--- src/rtl/tmr_pkg.sv ---
package tmr_pkg;
  localparam int WORD_W     = 32;
  localparam int STOP_BIT   = 31;
  localparam int GRP_BASE   = 16;
  localparam int GRP_STRIDE = 64;

  typedef enum logic [1:0] {
    SEL_CNT  = 2'd0,
    SEL_RLD  = 2'd1,
    SEL_VEC  = 2'd2,
    SEL_DEST = 2'd3
  } tmr_sel_e;

  typedef struct packed {
    logic [30:0] cnt;
    logic        expire;
  } step_t;

  // One prescaler tick: decrement, reload on reaching zero, idle-load when empty.
  function automatic step_t count_step(input logic [30:0] cur, input logic [30:0] rld);
    step_t s;
    s.expire = 1'b0;
    if (cur == 31'd0) begin
      s.cnt = rld;
    end else if (cur == 31'd1) begin
      s.cnt    = rld;
      s.expire = 1'b1;
    end else begin
      s.cnt = cur - 31'd1;
    end
    return s;
  endfunction
endpackage

--- src/rtl/tmr_prescale.sv ---
module tmr_prescale #(
  parameter int DIV = 8,
  localparam int PW = (DIV > 1) ? $clog2(DIV) : 1
) (
  input  logic clk,
  input  logic rst_n,
  input  logic clr,
  input  logic en,
  output logic tick
);
  logic [PW-1:0] pre_q;
  logic          at_end;

  assign at_end = (pre_q == PW'(DIV - 1));
  assign tick   = en && !clr && at_end;

  always_ff @(posedge clk or negedge rst_n) begin
    if (!rst_n)      pre_q <= '0;
    else if (clr)    pre_q <= '0;
    else if (en)     pre_q <= at_end ? '0 : pre_q + PW'(1);
  end
endmodule

--- src/rtl/tmr_decode.sv ---
module tmr_decode
  import tmr_pkg::*;
#(
  parameter int N_TMR  = 4,
  parameter int ADDR_W = 9,
  localparam int IDX_W = (N_TMR > 1) ? $clog2(N_TMR) : 1,
  localparam int GSH   = $clog2(GRP_STRIDE)
) (
  input  logic [ADDR_W-1:0] addr,
  output logic              hit_freq,
  output logic              hit_grp,
  output logic [IDX_W-1:0]  grp_idx,
  output tmr_sel_e          sel
);
  logic [ADDR_W-1:0] rel;
  logic [ADDR_W-1:0] grp;
  logic              aligned;

  always_comb begin
    rel      = addr - ADDR_W'(GRP_BASE);
    aligned  = (rel[3:0] == 4'd0);
    grp      = rel >> GSH;
    hit_freq = aligned && (addr == '0);
    hit_grp  = aligned && (addr >= ADDR_W'(GRP_BASE)) && (grp < ADDR_W'(N_TMR));
    grp_idx  = grp[IDX_W-1:0];
    sel      = tmr_sel_e'(rel[5:4]);
  end
endmodule

--- src/rtl/tmr_chan.sv ---
module tmr_chan
  import tmr_pkg::*;
#(
  parameter int DIV = 8
) (
  input  logic              clk,
  input  logic              rst_n,
  input  logic              we_rld,
  input  logic              we_vec,
  input  logic              we_dest,
  input  logic [WORD_W-1:0] wdata,
  output logic [WORD_W-1:0] cnt_word,
  output logic [WORD_W-1:0] rld_word,
  output logic [WORD_W-1:0] vec_word,
  output logic [WORD_W-1:0] dest_word,
  output logic              irq,
  output logic              tick_o,
  output logic              expire_o,
  output logic              run_o
);
  logic [WORD_W-1:0] rld_q, vec_q, dest_q;
  logic [30:0]       cnt_q;
  logic              phase_q, irq_q;
  logic              running, start_evt, stop_evt, tick, expire;
  step_t             step;

  assign running   = !rld_q[STOP_BIT];
  assign start_evt = we_rld && rld_q[STOP_BIT] && !wdata[STOP_BIT];
  assign stop_evt  = we_rld && !rld_q[STOP_BIT] && wdata[STOP_BIT];

  tmr_prescale #(.DIV(DIV)) u_pre (
    .clk  (clk),
    .rst_n(rst_n),
    .clr  (start_evt),
    .en   (running),
    .tick (tick)
  );

  always_comb begin
    step   = count_step(cnt_q, rld_q[30:0]);
    expire = tick && step.expire && !stop_evt;
  end

  always_ff @(posedge clk or negedge rst_n) begin
    if (!rst_n) begin
      rld_q   <= 32'h8000_0000;
      vec_q   <= '0;
      dest_q  <= '0;
      cnt_q   <= '0;
      phase_q <= 1'b0;
      irq_q   <= 1'b0;
    end else begin
      irq_q <= expire;
      if (we_rld)  rld_q  <= wdata;
      if (we_vec)  vec_q  <= wdata;
      if (we_dest) dest_q <= wdata;
      if (start_evt)     cnt_q <= wdata[30:0];
      else if (stop_evt) cnt_q <= '0;
      else if (tick)     cnt_q <= step.cnt;
      if (expire) phase_q <= ~phase_q;
    end
  end

  assign cnt_word  = {phase_q, cnt_q};
  assign rld_word  = rld_q;
  assign vec_word  = vec_q;
  assign dest_word = dest_q;
  assign irq       = irq_q;
  assign tick_o    = tick;
  assign expire_o  = expire;
  assign run_o     = running;
endmodule

--- src/rtl/tmr_bank.sv ---
module tmr_bank
  import tmr_pkg::*;
#(
  parameter int          N_TMR     = 4,
  parameter int          DIV_RATIO = 8,
  parameter logic [31:0] FREQ_RST  = 32'h0,
  localparam int         ADDR_W    = $clog2(GRP_BASE + N_TMR * GRP_STRIDE),
  localparam int         IDX_W     = (N_TMR > 1) ? $clog2(N_TMR) : 1
) (
  input  logic              clk,
  input  logic              rst_n,
  input  logic              wr_en,
  input  logic [ADDR_W-1:0] addr,
  input  logic [WORD_W-1:0] wdata,
  output logic [WORD_W-1:0] rdata,
  output logic [N_TMR-1:0]  irq_pulse
);
  logic             hit_freq, hit_grp;
  logic [IDX_W-1:0] grp_idx;
  tmr_sel_e         sel;
  logic [WORD_W-1:0] freq_q;
  logic [WORD_W-1:0] cnt_w [N_TMR];
  logic [WORD_W-1:0] rld_w [N_TMR];
  logic [WORD_W-1:0] vec_w [N_TMR];
  logic [WORD_W-1:0] dst_w [N_TMR];
  logic [N_TMR-1:0]  ch_tick, ch_expire, ch_run;

  tmr_decode #(.N_TMR(N_TMR), .ADDR_W(ADDR_W)) u_dec (
    .addr    (addr),
    .hit_freq(hit_freq),
    .hit_grp (hit_grp),
    .grp_idx (grp_idx),
    .sel     (sel)
  );

  always_ff @(posedge clk or negedge rst_n) begin
    if (!rst_n)                 freq_q <= FREQ_RST;
    else if (wr_en && hit_freq) freq_q <= wdata;
  end

  for (genvar i = 0; i < N_TMR; i++) begin : g_ch
    logic grp_wr;
    assign grp_wr = wr_en && hit_grp && (grp_idx == IDX_W'(i));
    tmr_chan #(.DIV(DIV_RATIO)) u_ch (
      .clk      (clk),
      .rst_n    (rst_n),
      .we_rld   (grp_wr && (sel == SEL_RLD)),
      .we_vec   (grp_wr && (sel == SEL_VEC)),
      .we_dest  (grp_wr && (sel == SEL_DEST)),
      .wdata    (wdata),
      .cnt_word (cnt_w[i]),
      .rld_word (rld_w[i]),
      .vec_word (vec_w[i]),
      .dest_word(dst_w[i]),
      .irq      (irq_pulse[i]),
      .tick_o   (ch_tick[i]),
      .expire_o (ch_expire[i]),
      .run_o    (ch_run[i])
    );
  end

  always_comb begin
    rdata = '1;
    if (hit_freq) begin
      rdata = freq_q;
    end else if (hit_grp) begin
      unique case (sel)
        SEL_CNT:  rdata = cnt_w[grp_idx];
        SEL_RLD:  rdata = rld_w[grp_idx];
        SEL_VEC:  rdata = vec_w[grp_idx];
        SEL_DEST: rdata = dst_w[grp_idx];
      endcase
    end
  end
endmodule

--- config.mk ---
export PLATFORM = sky130hd
export DESIGN_NAME = tmr_bank
export DESIGN_NICKNAME = d
export VERILOG_FILES = /design/src/rtl/tmr_pkg.sv /design/src/rtl/tmr_prescale.sv /design/src/rtl/tmr_decode.sv /design/src/rtl/tmr_chan.sv /design/src/rtl/tmr_bank.sv
export SDC_FILE = /design/constraint.sdc
export NUM_CORES = 1
export LEC_CHECK = 0
export BUFFER_PORTS_ARGS = -buffer_cell sky130_fd_sc_hd__buf_2
export CORE_MARGIN = 1.5
export CORE_UTILIZATION = 45
export CTS_CLUSTER_DIAMETER = 200
export DETAILED_ROUTE_END_ITERATION = 12
export GPL_TIMING_DRIVEN = 0
export HOLD_SLACK_MARGIN = 0.1
export PLACE_DENSITY = 0.64
export SETUP_SLACK_MARGIN = 0.5
export SLEW_MARGIN = 30
export SYNTH_ARGS = -nofsm -noshare
export SYNTH_HDL_FRONTEND = slang
export SYNTH_SLANG_ARGS = --single-unit
--- constraint.sdc ---
create_clock -name clk -period 3.44 [get_ports clk]
set_clock_uncertainty 0.1 [all_clocks]
set_input_delay 0.688 -clock clk [delete_from_list [all_inputs] [get_ports clk]]
set_output_delay 0.688 -clock clk [all_outputs]
set_load 0.01 [all_outputs]
Word-level counts from Yosys, hierarchy flattened
Cells that the tools add are included.
W data, S select, Z words.

word-level totals
  bits in registers = 560
  word-level logic and storage cells = 197
  output and inout port bits = 36

cells by class
  add/subtract/negate cells = 9
  $lt $le $gt $ge = 3
  muxes and demuxes = 55
  bitwise logic cells = 5
  eq/ne operators = 18
  reductions and logical operators = 78

operator list
  operator                 count
  $mux W31                 20
  $mux W32                 10
  $bmux W32 S2             4
  $pmux W32 S4             1
  $eq A31 B1 Y1 const B    4
  $logic_not A31 Y1        4
  $sub A31 B1 Y31 const B  4
  $logic_and A1 B1 Y1      53
  $mux W3                  12
  $logic_not A1 Y1         13
  $add A3 B1 Y3 const B    4
  $eq A3 B3 Y1 const B     4
  $reduce_bool A3 Y1       4
  $ge A9 B5 Y1 const B     1
  $logic_not A9 Y1         1
  $sub A9 B5 Y9 const B    1
  $eq A2 B2 Y1 const B     4
  $mux W1                  8
  $ne A2 B2 Y1 const B     4
  $eq A2 B1 Y1 const B     2
  $logic_not A2 Y1         2
  $logic_not A4 Y1         1
  $not A1 Y1               4
  $ge A3 B3 Y1 const B     1
  other kinds (2)          2

Longest topological paths before layout
  depth after elaboration = 15
  gate-level depth with buffers = 11

Hierarchy
A second synthesis with hierarchy kept.

unflattened totals
  cells, all modules = 2,824
  area, all modules = 31,720.4 um^2

modules (own cells, without submodules)
  module        instances  cells an instance  area an instance (um^2)  sequential area each (um^2)
  tmr_chan      4          539                6,224.7                  3,229.3
  tmr_bank      1          595                6,069.6                  800.8
  tmr_prescale  4          14                 158.9                    75.1
  tmr_decode    1          17                 116.4                    0.0

Worst setup path before layout
Ideal clock, no wire load.

  path type = input-to-output
  start point = input port addr[4]
  end point = output port rdata[19]
  required time = 2.652 ns
  slack = -0.333 ns
  cell stages on the path = 10
  arrival time = 2.985 ns
  path through = clkbuf_1 > or4_1 > buf_2 > xnor2_2 > nor2_1 > clkbuf_1 > nand2_1 > clkbuf_1 > o32ai_1 > a21oi_1

on the way
  longest elaborated chain between the ends = 8
  elaborated cells between the ends (all ways) = 27
  classes of those cells = add/sub: 1; order compare: 2; eq/ne: 3; mux: 15; bitwise: 1; reduce/logical: 5

RTL lines
  element                                    line              text
  start: declaration                         tmr_bank.sv:13    input logic [ADDR_W-1:0] addr,
  $sub A9 B5 Y9                              tmr_decode.sv:20  rel = addr - ADDR_W'(GRP_BASE);
  $not A2 Y3 (implied by the code)           n/a
  $bmux W32 S2 (on tied branches)            n/a
  $mux W32 (on tied branches) (2 in series)  n/a
  $pmux W32 S4                               tmr_bank.sv:67    unique case (sel)
  $mux W32                                   tmr_bank.sv:66    end else if (hit_grp) begin
  $mux W32 (*)                               tmr_bank.sv:64    if (hit_freq) begin
  end: declaration                           tmr_bank.sv:15    output logic [WORD_W-1:0] rdata,

Mark *: on every way between the ends. The rest lies on a longest branch, timed or not. The select of a mux whose other input is x is not followed.

Worst setup path in the final report
  start point = input port addr[7]
  end point = output port rdata[14]

The elaborated chain is that of the path after synthesis.

==> flow_summary_export.csv <==
group,metric,value,unit
grt,track_usage,45.8,%
detailed_routing,vias_per_cell,7.07,
placed_design,hpwl,122000,µm
timing,slew_viol_final,0,
synth,yosys.area.top_type_share,43.4,%
die,start_util,45.6,%
layout,syn_to_final_growth,26.7,%
synth,synth.most_common_cell,"dfrtp_1",
synth,synth.top_cells.by_area,"dfrtp_1 43%, mux2_2 14%, nand2_1 3.8%",
setup_path,start_kind,"input port",
grt,busiest_layer,"met2",
grt,grtUsageMet1,57.7,%
setup_path,worstPathArrival,2960,ps
power_and_ir_drop,p_per_area,551,mW/mm²
power_and_ir_drop,cellLeakagePower,0.0176,µW
power_and_ir_drop,p_sw,8270,µW
placed_design,gp_congestion,1.14,
synth,synth-edff-count,0,
clock_tree,cts.reportedPaths.clkPinSlew,50,ps
run_status,status,"complete, but fails checks",
die,die_h,270,µm
detailed_routing,drt_pass1_iterations,6,
grt,globalRouteMet3Util,18.4,%
detailed_routing,wl_per_cell,38.2,µm
grt,antenna_found_initial,17,
clock_tree,htree_levels,3,
synth,synth.net_count,3286,
min_path,min_path_cells,2,
clock_tree,cts.path.max_buffers,3,
placed_design,place_area,0.0342,mm²
synth,syn_inst,3226,
synth,ys_types,85,
power_and_ir_drop,swShare,37.0,%
layout,nets,3534,
power_and_ir_drop,p_seq_share,36.6,%
run_status,violations,"negative setup slack",
synth,yosysWarnings,0,
min_path,min_path_type,"reg -> reg",
die,core_area,0.0703,mm²
detailed_routing,vias,31700,
clock_tree,clock_latency,660,ps
synth,ys_top_cells_by_count,"556 x dfrtp_1, 388 x mux2_2, 322 x nand2_1, 219 x clkbuf_1, 168 x nor2_1",
min_path,min_from,"g_ch[1].u_ch.dest_word[31]$_DFFE_PN0P_",
synth,synth_xor_area_share,2.57,%
setup_path,ff2ff_path_depth,6,
power_and_ir_drop,clockPowerShare,35.8,%
grt,grt_pass1_vias,29500,
power_and_ir_drop,combPwrFrac,27.5,%
detailed_routing,route.detailed.drc,0,
setup_path,r2r-start,"g_ch[3].u_ch.rld_word[31]$_DFFE_PN1N_",
timing,setup_viol,32,
grt,grt_max_degree,86,
synth,synth_top_family_by_area,"multiplexers",
clock_tree,cts.sinks,560,
grt,grt_pass1_wl,233000,µm
timing,hold_viol,0,
timing,rsz0062_at_grt,"true",
power_and_ir_drop,p_int,14100,µW
clock_tree,numCtsBuffers,68,
detailed_routing,drtAntennaViolNets,0,
detailed_routing,dr.first_iter.drc_count,4939,
timing,setup_ws,-307,ps
timing,worstMarginPinSlew,1140,ps
detailed_routing,wirelength,171000,µm
die,dieArea,0.0728,mm²
clock_tree,root_buffer,"clkbuf_16",
job,cap_violations,0,
timing,max_freq,0.267,GHz
die,io-pin-count,80,
clock_tree,cts_tree,"yes",
synth,ys_ff_latch,560,
synth,synth_mux_area_share,17.6,%
die,die_w,270,µm
die,core.rowCount,97,
setup_path,reg2reg_slack,440,ps
synth,synthArstFlopShare,100,%
placed_design,io_buffer_count,59,
layout,nFillCells,5987,
power_and_ir_drop,ir_drop,0.479,mV
layout,drive_gt1_share,34.1,%
synth,syn_area,0.0320,mm²
synth,synth_fa_ha_area_share,0.625,%
synth,synth.largest_area_cell,"dfrtp_1",
setup_path,cp.required,2650,ps
placed_design,pre_cts_ws,-1710,ps
synth,synth_ff_type,"dfrtp_1",
synth,synth_compound_area_share,16.8,%
setup_path,endpoint_kind,"primary output",
setup_path,critical_path.max_fanout,6,
grt,grtUsageMet2,62.8,%
setup_path,worstSetupPathType,"in -> out",
timing,fin_crit,3750,ps
synth,yosysSeqAreaShare,43.7,%
synth,synth_simple_gate_area_share,13.9,%
synth,avgSynthCellArea,9.93,µm²
layout,final_cell_area,0.0406,mm²
timing,finalCritPeriodShare,109,%
timing,relSlewSlack,24.2,%
setup_path,r2r_end,"g_ch[3].u_ch.cnt_q[17]$_DFFE_PN0P_",
grt,grt_overflow,0,
min_path,hold_end,"g_ch[1].u_ch.dest_word[31]$_DFFE_PN0P_",
critical path: stages:
cell and delay (ps):
buf_12 110, or4_4 520, buf_8 160, and2_4 140
clkbuf_16 160, clkbuf_16 170, o221ai_4 190, o21ai_4 140
a221oi_4 390, nor3_4 120, buf_2 170
kinds of logic after synthesis:
group,Yosys count
flip-flops,560
AND/OR/NAND/NOR,925
AO/OA/AOI/OAI,773
adder cells (fa/ha/maj),16
multiplexers,480
XOR/XNOR,93
buffers and inverters,379
cells in the final DEF (no fill, tap or decap), types with 48 or more instances in the layout:
master,netlist,final
nor3_1,127,113
buf_4,4,96
buf_2,53,103
nor2_1,168,147
o21ai_0,138,104
clkbuf_2,1,51
dfrtp_1,556,548
nand2_1,322,314
o211ai_1,49,49
a211oi_1,104,87
clkbuf_1,219,98
inv_1,48,48
mux2_2,388,386
nand3_1,54,50
xor2_1,51,51
clkbuf_16,0,95
a21oi_1,152,132
metrics by stage:
step	TNS [ps]	total power [µW]	cells	hold WS, ps	utilization, %
2_1_floorplan	0	11000	3226	292	-
3_5_place_dp	-200990	13200	4235	369	48.7
5_1_grt	-6080	22900	4467	405	57.7
6_report	-6410	22400	4481	382	57.8
4_1_cts	-2990	21700	4435	381	56.5
3_3_place_gp	-6131320	13200	4225	359	48.3
area by class of cell:
class / instances / area (µm²) / area share (%)
clock buffer: 95 / 1960 / 4.84
clock inverter: 28 / 498 / 1.23
timing repair buffer: 178 / 1750 / 4.32
sequential: 560 / 14000 / 34.5
antenna: 14 / 35.0 / 0.0863
inverter: 50 / 193 / 0.474
buffer: 329 / 2570 / 6.33
tap: 940 / 1180 / 2.90
multi-input combinational: 2287 / 18400 / 45.3
registers in the layout, summed over array words and instances (netlist names):
| register | flops |
|---|---|
| freq_q | 32 |
| g_ch.u_ch.cnt_q | 124 |
| g_ch.u_ch.dest_word | 128 |
| g_ch.u_ch.irq | 4 |
| g_ch.u_ch.phase_q | 4 |
| g_ch.u_ch.rld_word | 128 |
| g_ch.u_ch.u_pre.pre_q | 12 |
| g_ch.u_ch.vec_word | 128 |
routing by layer:
metal	routed length, µm	share of wire, %
met1	62000	36
met2	68200	40
met3	25300	15
met4	15400	9.0
met5	62	0.036
power groups by stage:
stage | registers, µW | logic, µW | clock network [µW]
floorplan | 7780 | 3200 | 0
global route | 8230 | 6390 | 8270
CTS | 8100 | 5600 | 7990
global placement | 8170 | 5000 | 0
detailed placement | 8160 | 5070 | 0
finish | 8200 | 6160 | 8020
worst max path at each step:
stage | startpoint | endpoint | slack [ps] | cells after the start
6_report | addr[7] | rdata[14] | -310 | 11
5_1_grt | addr[6] | rdata[14] | -290 | 11
4_1_cts | addr[6] | rdata[14] | -210 | 11
3_5_place_dp | addr[6] | rdata[12] | -1710 | 10
3_3_place_gp | rst_n | g_ch[2].u_ch.dest_word[27]$_DFFE_PN0P_ | -10620 | 1
2_1_floorplan | addr[4] | rdata[3] | 230 | 10
what timing repair did:
action                                  in CTS  in global routing
hold buffers                                 1                  0
gates resized for setup                    507                178
pin swaps                                   72                 34
setup buffers                               67                 30
hold endpoints to repair                    27                  0
endpoints found under the setup margin     426                224
cloned                                       9                  2
Note: power is estimated with default switching activity, not from simulation.
